`config.mk`:
```
export PLATFORM = sky130hd
export DESIGN_NAME = dtc_trace_counter
export DESIGN_NICKNAME = d
export VERILOG_FILES = /design/src/rtl/dtc_pkg.sv /design/src/rtl/dtc_load_qual.sv /design/src/rtl/dtc_down_cnt.sv /design/src/rtl/dtc_req_ctrl.sv /design/src/rtl/dtc_trace_counter.sv
export SDC_FILE = /design/constraint.sdc
export NUM_CORES = 1
export LEC_CHECK = 0
export ABC_AREA = 1
export CAP_MARGIN = 20
export CORE_MARGIN = 10
export CORE_UTILIZATION = 48
export CTS_BUF_LIST = sky130_fd_sc_hd__clkbuf_8
export DETAILED_ROUTE_END_ITERATION = 8
export GPL_TIMING_DRIVEN = 0
export PLACE_DENSITY_LB_ADDON = 0.08
export RECOVER_POWER = 100
export SYNTH_ARGS = -nofsm -noshare
export SYNTH_HDL_FRONTEND = slang
export SYNTH_SLANG_ARGS = --single-unit
```
`constraint.sdc`:
```
create_clock -name clk -period 1.6 [get_ports clk]
set_input_delay 0.32 -clock clk [delete_from_list [all_inputs] [get_ports clk]]
set_output_delay 0.32 -clock clk [all_outputs]
set_load 0.02 [all_outputs]
```
`src/rtl/dtc_pkg.sv`:
```
package dtc_pkg;
   typedef enum logic [1:0] {
      LD_NONE = 2'd0,
      LD_OK   = 2'd1,
      LD_BAD  = 2'd2
   } load_kind_e;

   // A write counts only in debug mode; zero is legal only with sequential mode.
   function automatic load_kind_e classify_load(input logic dbg,
                                                input logic wr,
                                                input logic is_zero,
                                                input logic seq_mode);
      if (!(dbg && wr))            return LD_NONE;
      else if (is_zero && !seq_mode) return LD_BAD;
      else                         return LD_OK;
   endfunction
endpackage

```
`src/rtl/dtc_load_qual.sv`:
```
module dtc_load_qual
   import dtc_pkg::*;
#(
   parameter int CNT_W = 8
) (
   input  logic             in_debug,
   input  logic             wr_en,
   input  logic [CNT_W-1:0] wr_data,
   input  logic             seq_mode,
   output load_kind_e       load_kind
);
   localparam logic [CNT_W-1:0] ZERO = '0;

   always_comb begin
      load_kind = classify_load(in_debug, wr_en, (wr_data == ZERO), seq_mode);
   end
endmodule

```
`src/rtl/dtc_down_cnt.sv`:
```
module dtc_down_cnt
   import dtc_pkg::*;
#(
   parameter int CNT_W = 8
) (
   input  logic             clk,
   input  logic             rst_n,
   input  load_kind_e       load_kind,
   input  logic [CNT_W-1:0] wr_data,
   input  logic             step,
   output logic [CNT_W-1:0] count,
   output logic             armed,
   output logic             fire
);
   localparam logic [CNT_W-1:0] ZERO = '0;
   localparam logic [CNT_W-1:0] ONE  = {{(CNT_W-1){1'b0}}, 1'b1};

   logic at_zero;
   assign at_zero = (count == ZERO);
   // The step taken while already at zero is the extra one: it fires.
   assign fire    = armed && step && at_zero;

   always_ff @(posedge clk) begin
      if (!rst_n) begin
         count <= ZERO;
         armed <= 1'b0;
      end else begin
         case (load_kind)
            LD_OK: begin
               count <= wr_data;
               armed <= 1'b1;
            end
            LD_BAD: armed <= 1'b0;
            default: begin
               if (armed && step) begin
                  if (at_zero) armed <= 1'b0;
                  else         count <= count - ONE;
               end
            end
         endcase
      end
   end
endmodule

```
`src/rtl/dtc_req_ctrl.sv`:
```
module dtc_req_ctrl
   import dtc_pkg::*;
#(
   parameter bit RST_REQ_EN = 1'b1
) (
   input  logic       clk,
   input  logic       rst_n,
   input  logic       halt_on_reset,
   input  logic       in_debug,
   input  logic       fire,
   input  logic       sts_clr,
   input  load_kind_e load_kind,
   output logic       dbg_req,
   output logic       trace_hit,
   output logic       load_err
);
   logic trc_req;
   logic dbg_q;
   logic rst_pend;
   logic dbg_exit;

   assign dbg_exit = dbg_q && !in_debug;

   always_ff @(posedge clk) begin
      if (!rst_n) begin
         trc_req   <= 1'b0;
         trace_hit <= 1'b0;
         load_err  <= 1'b0;
         dbg_q     <= 1'b0;
      end else begin
         dbg_q <= in_debug;
         if (fire)          trc_req <= 1'b1;
         else if (in_debug) trc_req <= 1'b0;
         if (fire)                      trace_hit <= 1'b1;
         else if (sts_clr || dbg_exit) trace_hit <= 1'b0;
         if (load_kind == LD_BAD)      load_err <= 1'b1;
         else if (load_kind == LD_OK)  load_err <= 1'b0;
      end
   end

   generate
      if (RST_REQ_EN) begin : g_rst_req
         // Sampled while reset is held, so the last value before release wins.
         always_ff @(posedge clk) begin
            if (!rst_n)        rst_pend <= halt_on_reset;
            else if (in_debug) rst_pend <= 1'b0;
         end
      end else begin : g_no_rst_req
         assign rst_pend = 1'b0;
      end
   endgenerate

   assign dbg_req = trc_req || rst_pend;
endmodule

```
`src/rtl/dtc_trace_counter.sv`:
```
module dtc_trace_counter
   import dtc_pkg::*;
#(
   parameter int CNT_W      = 8,
   parameter bit RST_REQ_EN = 1'b1
) (
   input  logic             clk,
   input  logic             rst_n,
   input  logic             cnt_wr_en,
   input  logic [CNT_W-1:0] cnt_wr_data,
   output logic [CNT_W-1:0] cnt_rd_data,
   input  logic             trace_en,
   input  logic             seq_bkpt_en,
   input  logic             halt_on_reset,
   input  logic             in_debug,
   input  logic             instr_done,
   input  logic             sts_clr,
   output logic             dbg_req,
   output logic             trace_hit,
   output logic             load_err
);
   initial begin
      if (CNT_W < 2 || CNT_W > 32) $error("dtc_trace_counter: CNT_W must be 2..32");
   end

   load_kind_e load_kind;
   logic       step;
   logic       armed;
   logic       fire;

   assign step = trace_en && !in_debug && instr_done;

   dtc_load_qual #(.CNT_W(CNT_W)) u_qual (
      .in_debug (in_debug),
      .wr_en    (cnt_wr_en),
      .wr_data  (cnt_wr_data),
      .seq_mode (seq_bkpt_en),
      .load_kind(load_kind)
   );

   dtc_down_cnt #(.CNT_W(CNT_W)) u_cnt (
      .clk      (clk),
      .rst_n    (rst_n),
      .load_kind(load_kind),
      .wr_data  (cnt_wr_data),
      .step     (step),
      .count    (cnt_rd_data),
      .armed    (armed),
      .fire     (fire)
   );

   dtc_req_ctrl #(.RST_REQ_EN(RST_REQ_EN)) u_req (
      .clk          (clk),
      .rst_n        (rst_n),
      .halt_on_reset(halt_on_reset),
      .in_debug     (in_debug),
      .fire         (fire),
      .sts_clr      (sts_clr),
      .load_kind    (load_kind),
      .dbg_req      (dbg_req),
      .trace_hit    (trace_hit),
      .load_err     (load_err)
   );
endmodule

```
== Word-level counts from Yosys, hierarchy flattened ==
Index checks and enable logic that the tools add are counted.

* Output and inout bits: 11
* Flip-flop bits (word level): 14
* Input bits: 17
* Logic and storage cells: 49

* Bitwise logic cells: 1
* Reduce and logical (&&, ||, !) cells: 21
* Add/sub/neg operators: 1
* Multiplexer cells: 15
* Equality and inequality tests: 4

{| class="wikitable"
|+ Operator list
! cell !! count
|-
| 8-bit zero test || 2
|-
| 8-bit 2-to-1 mux || 2
|-
| 8-bit one-hot mux with 2 select lines || 1
|-
| 1-bit 2-to-1 mux || 9
|-
| 2-bit nonzero test || 4
|-
| 8-bit by 1-bit subtractor with 8-bit output, second input constant || 1
|-
| 1-bit logical AND || 7
|-
| 3-bit nonzero test || 2
|-
| 2-bit 2-to-1 mux || 2
|-
| 3-bit AND reduction || 1
|-
| 2-bit by 1-bit == test with 1-bit output, second input constant || 1
|-
| 2-bit == test, second input constant || 1
|-
| 1-bit zero test || 2
|-
| 1-bit logical OR || 2
|-
| 2-bit by 1-bit inequality test with 1-bit output, second input constant || 1
|-
| 2-bit inequality test, second input constant || 1
|-
| 1-bit one-hot mux with 2 select lines || 1
|-
| 2-bit AND reduction || 1
|-
| 1-bit inverter || 1
|}

== Logic depth before layout (Yosys ltp) ==
* Depth in word-level cells: 7
* Gate-level depth with buffers: 10
* Mapped depth without buffers: 10

== By module ==
Synthesis repeated with hierarchy kept, for this count alone.

* Cell total of the unflattened synthesis: 153
* Area total of the unflattened synthesis: 930.9 um^2

{| class="wikitable"
|+ Modules (own cells, without submodules)
! module !! cells each !! sequential area each (um^2) !! times used !! area an instance (um^2)
|-
| dtc_down_cnt || 114 || 180.2 || 1 || 669.4
|-
| dtc_req_ctrl || 26 || 110.1 || 1 || 202.7
|-
| dtc_load_qual || 11 || 0.0 || 1 || 48.8
|-
| dtc_trace_counter || 2 || 0.0 || 1 || 10.0
|}

== Worst setup path before layout ==
OpenSTA, ideal clock, no wires.

* Path kind: register to register
* From: register u_cnt.count[0]
* To: register u_cnt.count[6]
* Stages on the path, launching flop included: 11
* Period minus slack after synthesis: 1.425 ns
* Path buffers: 0
* Data arrival time: 1.308 ns
* Setup time: 0.117 ns
* Path slack: 0.175 ns
* Data required time: 1.483 ns
* Cells stage by stage: dfxtp_1 -> inv_1 -> ha_1 -> nand3_1 -> inv_1 -> nand2_2 -> nand2_4 -> nand2_4 -> nor2_2 -> nor2_1 -> nor2_1

* Cells in the longest elaborated chain, start to end: 4
* Elaborated cells between the ends (all ways): 7
* Those cells by class: add/sub (1); eq/ne (1); mux (3); reduce/logical (2)

{| class="wikitable"
|+ Ends and longest elaborated chain
! element !! RTL line !! source
|-
| start: declaration || dtc_down_cnt.sv:11 || <nowiki>output logic [CNT_W-1:0] count,</nowiki>
|-
| start signal: assignment || dtc_down_cnt.sv:30 || <nowiki>count <= wr_data;</nowiki>
|-
| start signal: assignment || dtc_down_cnt.sv:37 || <nowiki>else count <= count - ONE;</nowiki>
|-
| 8-bit by 1-bit subtractor with 8-bit output || dtc_down_cnt.sv:37 ||
|-
| 8-bit 2-to-1 mux || dtc_down_cnt.sv:36 || <nowiki>if (at_zero) armed <= 1'b0;</nowiki>
|-
| 8-bit 2-to-1 mux || dtc_down_cnt.sv:35 || <nowiki>if (armed && step) begin</nowiki>
|-
| 8-bit one-hot mux with 2 select lines || dtc_down_cnt.sv:28 || <nowiki>case (load_kind)</nowiki>
|}

Several ways; a longest one is shown, not always the timed one. The select of a mux whose other input is x is not followed.
A chain may end at the register's enable or synchronous reset.

== Worst setup path after layout ==
* From: register u_cnt.count[0]
* To: output port cnt_rd_data[0]

{| class="wikitable"
|+ RTL lines
! element !! RTL line !! source
|-
| end: declaration || dtc_trace_counter.sv:11 || <nowiki>output logic [CNT_W-1:0] cnt_rd_data,</nowiki>
|}

No word-level cell between the ends.

==> results.toml <==
[worst_setup_path]
max_stage_delay_ps = 620
cp-start-kind = "flop"
path_class = "flop to output pin"
cp.required_ps = 1280
r2r-end = "u_cnt.count[2]"
cpMaxStageDelayCell = "clkdlybuf4s50_1"
worst-path-buf-inv = 1
cpLargestDelayFamily = "buffers and inverters"
rr_worst_depth = 9
timing.reg2reg.setup_slack_ps = 160
worstPathCellList = "clkdlybuf4s50_1"
startpoint = "u_cnt.count[0]"
crit_arrival_ps = 1220
endpoint_kind = "output pin"
crit_fanout = 3
r2r-start = "u_cnt.count[0]"

[logic_synthesis]
synth_warnings = 0
synth.cell_area_sq_um = 918
synth_top_area_share_pct = 28.3
yosysSeqAreaShare_pct = 31.6
ys.flop_type = "dfxtp_1"
synth_area_leaders = "dfxtp_1 28%, nand2_1 12%, nand3_1 9.3%"
syn_area_per_cell_sq_um = 6.80
synth_commonest_cells = "29 x nand2_1, 17 x inv_1, 17 x nand3_1, 15 x nor2_1, 13 x dfxtp_1"
yosysMostFrequentCell = "nand2_1"
netlist_instances = 135
syn_nets = 154
synth_cell_types = 27
ys_seq_elements = 14
async_flop_share_pct = 0
synth_top_area_cell = "dfxtp_1"
synth-edff-count = 1

[job]
max_cap_viol_count = 0

[place]
placedCellCount = 187
place.gp.congestion = 0.918
place.port_buffers = 27
placed_area_sq_um = 1220
hpwl_um = 1950

[hold_path]
worstHoldPathType = "flop to flop"
hold_start = "u_req.trace_hit"
hold_path_end = "u_req.trace_hit"
holdPathStages = 2

[sta]
rsz0062_at_grt = "false"
hold-worst-slack_ps = 473
drv_slew = 0
period_minus_slack_ps = 1540
setup_viol = 0
timing.fmax_ghz = 0.651
relSlewSlack_pct = 82.9
hold_violations = 0
worstMarginPinSlew_ps = 253
clock-skew-final_ps = 1.40
finalCritPeriodShare_pct = 96.1

[clock_network]
clock_path_buffers = 2
clk_pin_slew_ps = 60
cts_buffers = 3
clkSinkCount = 14
clk_latency_ps = 250
cts_tree = "yes"
htreeDepth = 1
root_buffer = "clkbuf_8"

[global_route]
overflow = 0
grt_max_degree = 11
grt_first_pass_wirelength_um = 4050
grt_usage_pct = 12.1
antenna_found_initial = 0
grt_pass1_vias = 950

[pwr]
total_power_mw = 1.01
vdd_ir_drop_max_v = 0.000525
power_leakage_nw = 0.618
powerDensity_nw_per_um2 = 810

[die]
dieArea_sq_um = 4060
core-area_sq_um = 1760
initial_core_util_pct = 52.1
chipWidth_um = 63.7
rows = 15
die_h_um = 63.7
ioPinCount = 28

[drt]
drcViolationCount = 0
vias = 951
antenna_left = 0
drt_iter0_markers = 13
viasPerCell = 4.98
wire_per_inst_um = 12.6
routed_wl_um = 2410
firstDrtPassIters = 4

[run_status]
status = "finished clean"

[final_layout]
syn_to_final_growth_pct = 36.1
layout.nets = 186
utilization_pct = 70.9
drive_gt1_share_pct = 16.3
diodes = 0
finalInstanceArea_sq_um = 1250
layout.cells.non_filler = 191
==> worst reg2reg max path: cells and delay by family, from the launching register on <==
| family | cells | cell delay, ps |
|---|---|---|
| adder cells (fa/ha/maj) | 1 | 180 |
| flip-flops | 1 | 320 |
| AND/OR/NAND/NOR | 5 | 470 |
| AO/OA/AOI/OAI | 1 | 130 |
| buffers and inverters | 2 | 240 |
==> per-stage QoR <==
step	TNS, ps	setup WS [ps]
3_3_place_gp	-96.4	-42.0
2_1_floorplan	0	175
6_report	0	63.2
3_5_place_dp	-367	-99.3
4_1_cts	0	7.13
5_1_grt	0	15.2
==> per-layer routing <==
metal  track usage [%]  wire (um)
met5                 0          0
met1              12.9       1070
met4              6.83         46
met3              3.31        117
met2              21.0       1170
==> kinds of logic (layout without fill, tap and decap cells) <==
| family | Yosys count | count (layout) | share of synthesized area, % |
|---|---|---|---|
| buffers and inverters | 25 | 56 | 10.4 |
| and+or+nand+nor | 80 | 80 | 45.9 |
| xor gates and xnor gates | 2 | 2 | 1.91 |
| adders and majority gates | 2 | 2 | 2.72 |
| AOI/OAI and AO/OA | 12 | 12 | 7.49 |
| DFF | 14 | 14 | 31.6 |
==> cell type report <==
| class | count | area (sq um) |
|---|---|---|
| fillers | 161 | 514 |
| flip-flops and latches | 14 | 290 |
| multi-input cells | 96 | 528 |
| repair buffers | 27 | 250 |
| inverters | 24 | 90.1 |
| well taps | 25 | 31.3 |
| plain buffers | 1 | 5.00 |
| clock buffers | 4 | 55.1 |
==> placed cells by master, fill, tap and decap left out, types with 2 or more instances in the layout <==
master,count
nand2_1,29
clkdlybuf4s50_1,18
inv_1,17
nand3_1,17
nor2_1,15
dfxtp_1,13
a21oi_1,6
dlygate4sd2_1,6
inv_2,5
nor2_2,4
nand2_2,4
clkbuf_8,4
nor2_4,3
clkinv_1,2
nand2_4,2
o21ai_0,2
nand4_1,2
ha_1,2
clkbuf_1,2
==> where the power goes <==
group | switching [mW] | internal (mW) | total [mW]
Sequential | 0.0197 | 0.373 | 0.392
Combinational | 0.150 | 0.117 | 0.267
Clock | 0.135 | 0.218 | 0.353
==> worst max-delay path by stage <==
| stage | endpoint | cells after the start |
|---|---|---|
| after floorplan | u_cnt.count[6] | 10 |
| after global routing | u_cnt.count[2] | 9 |
| after detailed placement | u_cnt.count[2] | 10 |
| final | cnt_rd_data[0] | 1 |
| after global placement | u_cnt.count[6] | 9 |
| after CTS | cnt_rd_data[1] | 1 |
==> flip-flops by register name, indices dropped and copies added (netlist names) <==
register / count
u_cnt.armed: 1
u_cnt.count: 8
u_req.dbg_q: 1
u_req.load_err: 1
u_req.rst_pend: 1
u_req.trace_hit: 1
u_req.trc_req: 1
==> repair_timing <==
action	4_1_cts	5_1_grt
setup endpoints to repair	6	2
gates resized for setup	6	2
pin swaps	0	0
hold buffers	0	0
buffers inserted	0	0
Power figures use the tool's default switching activity.
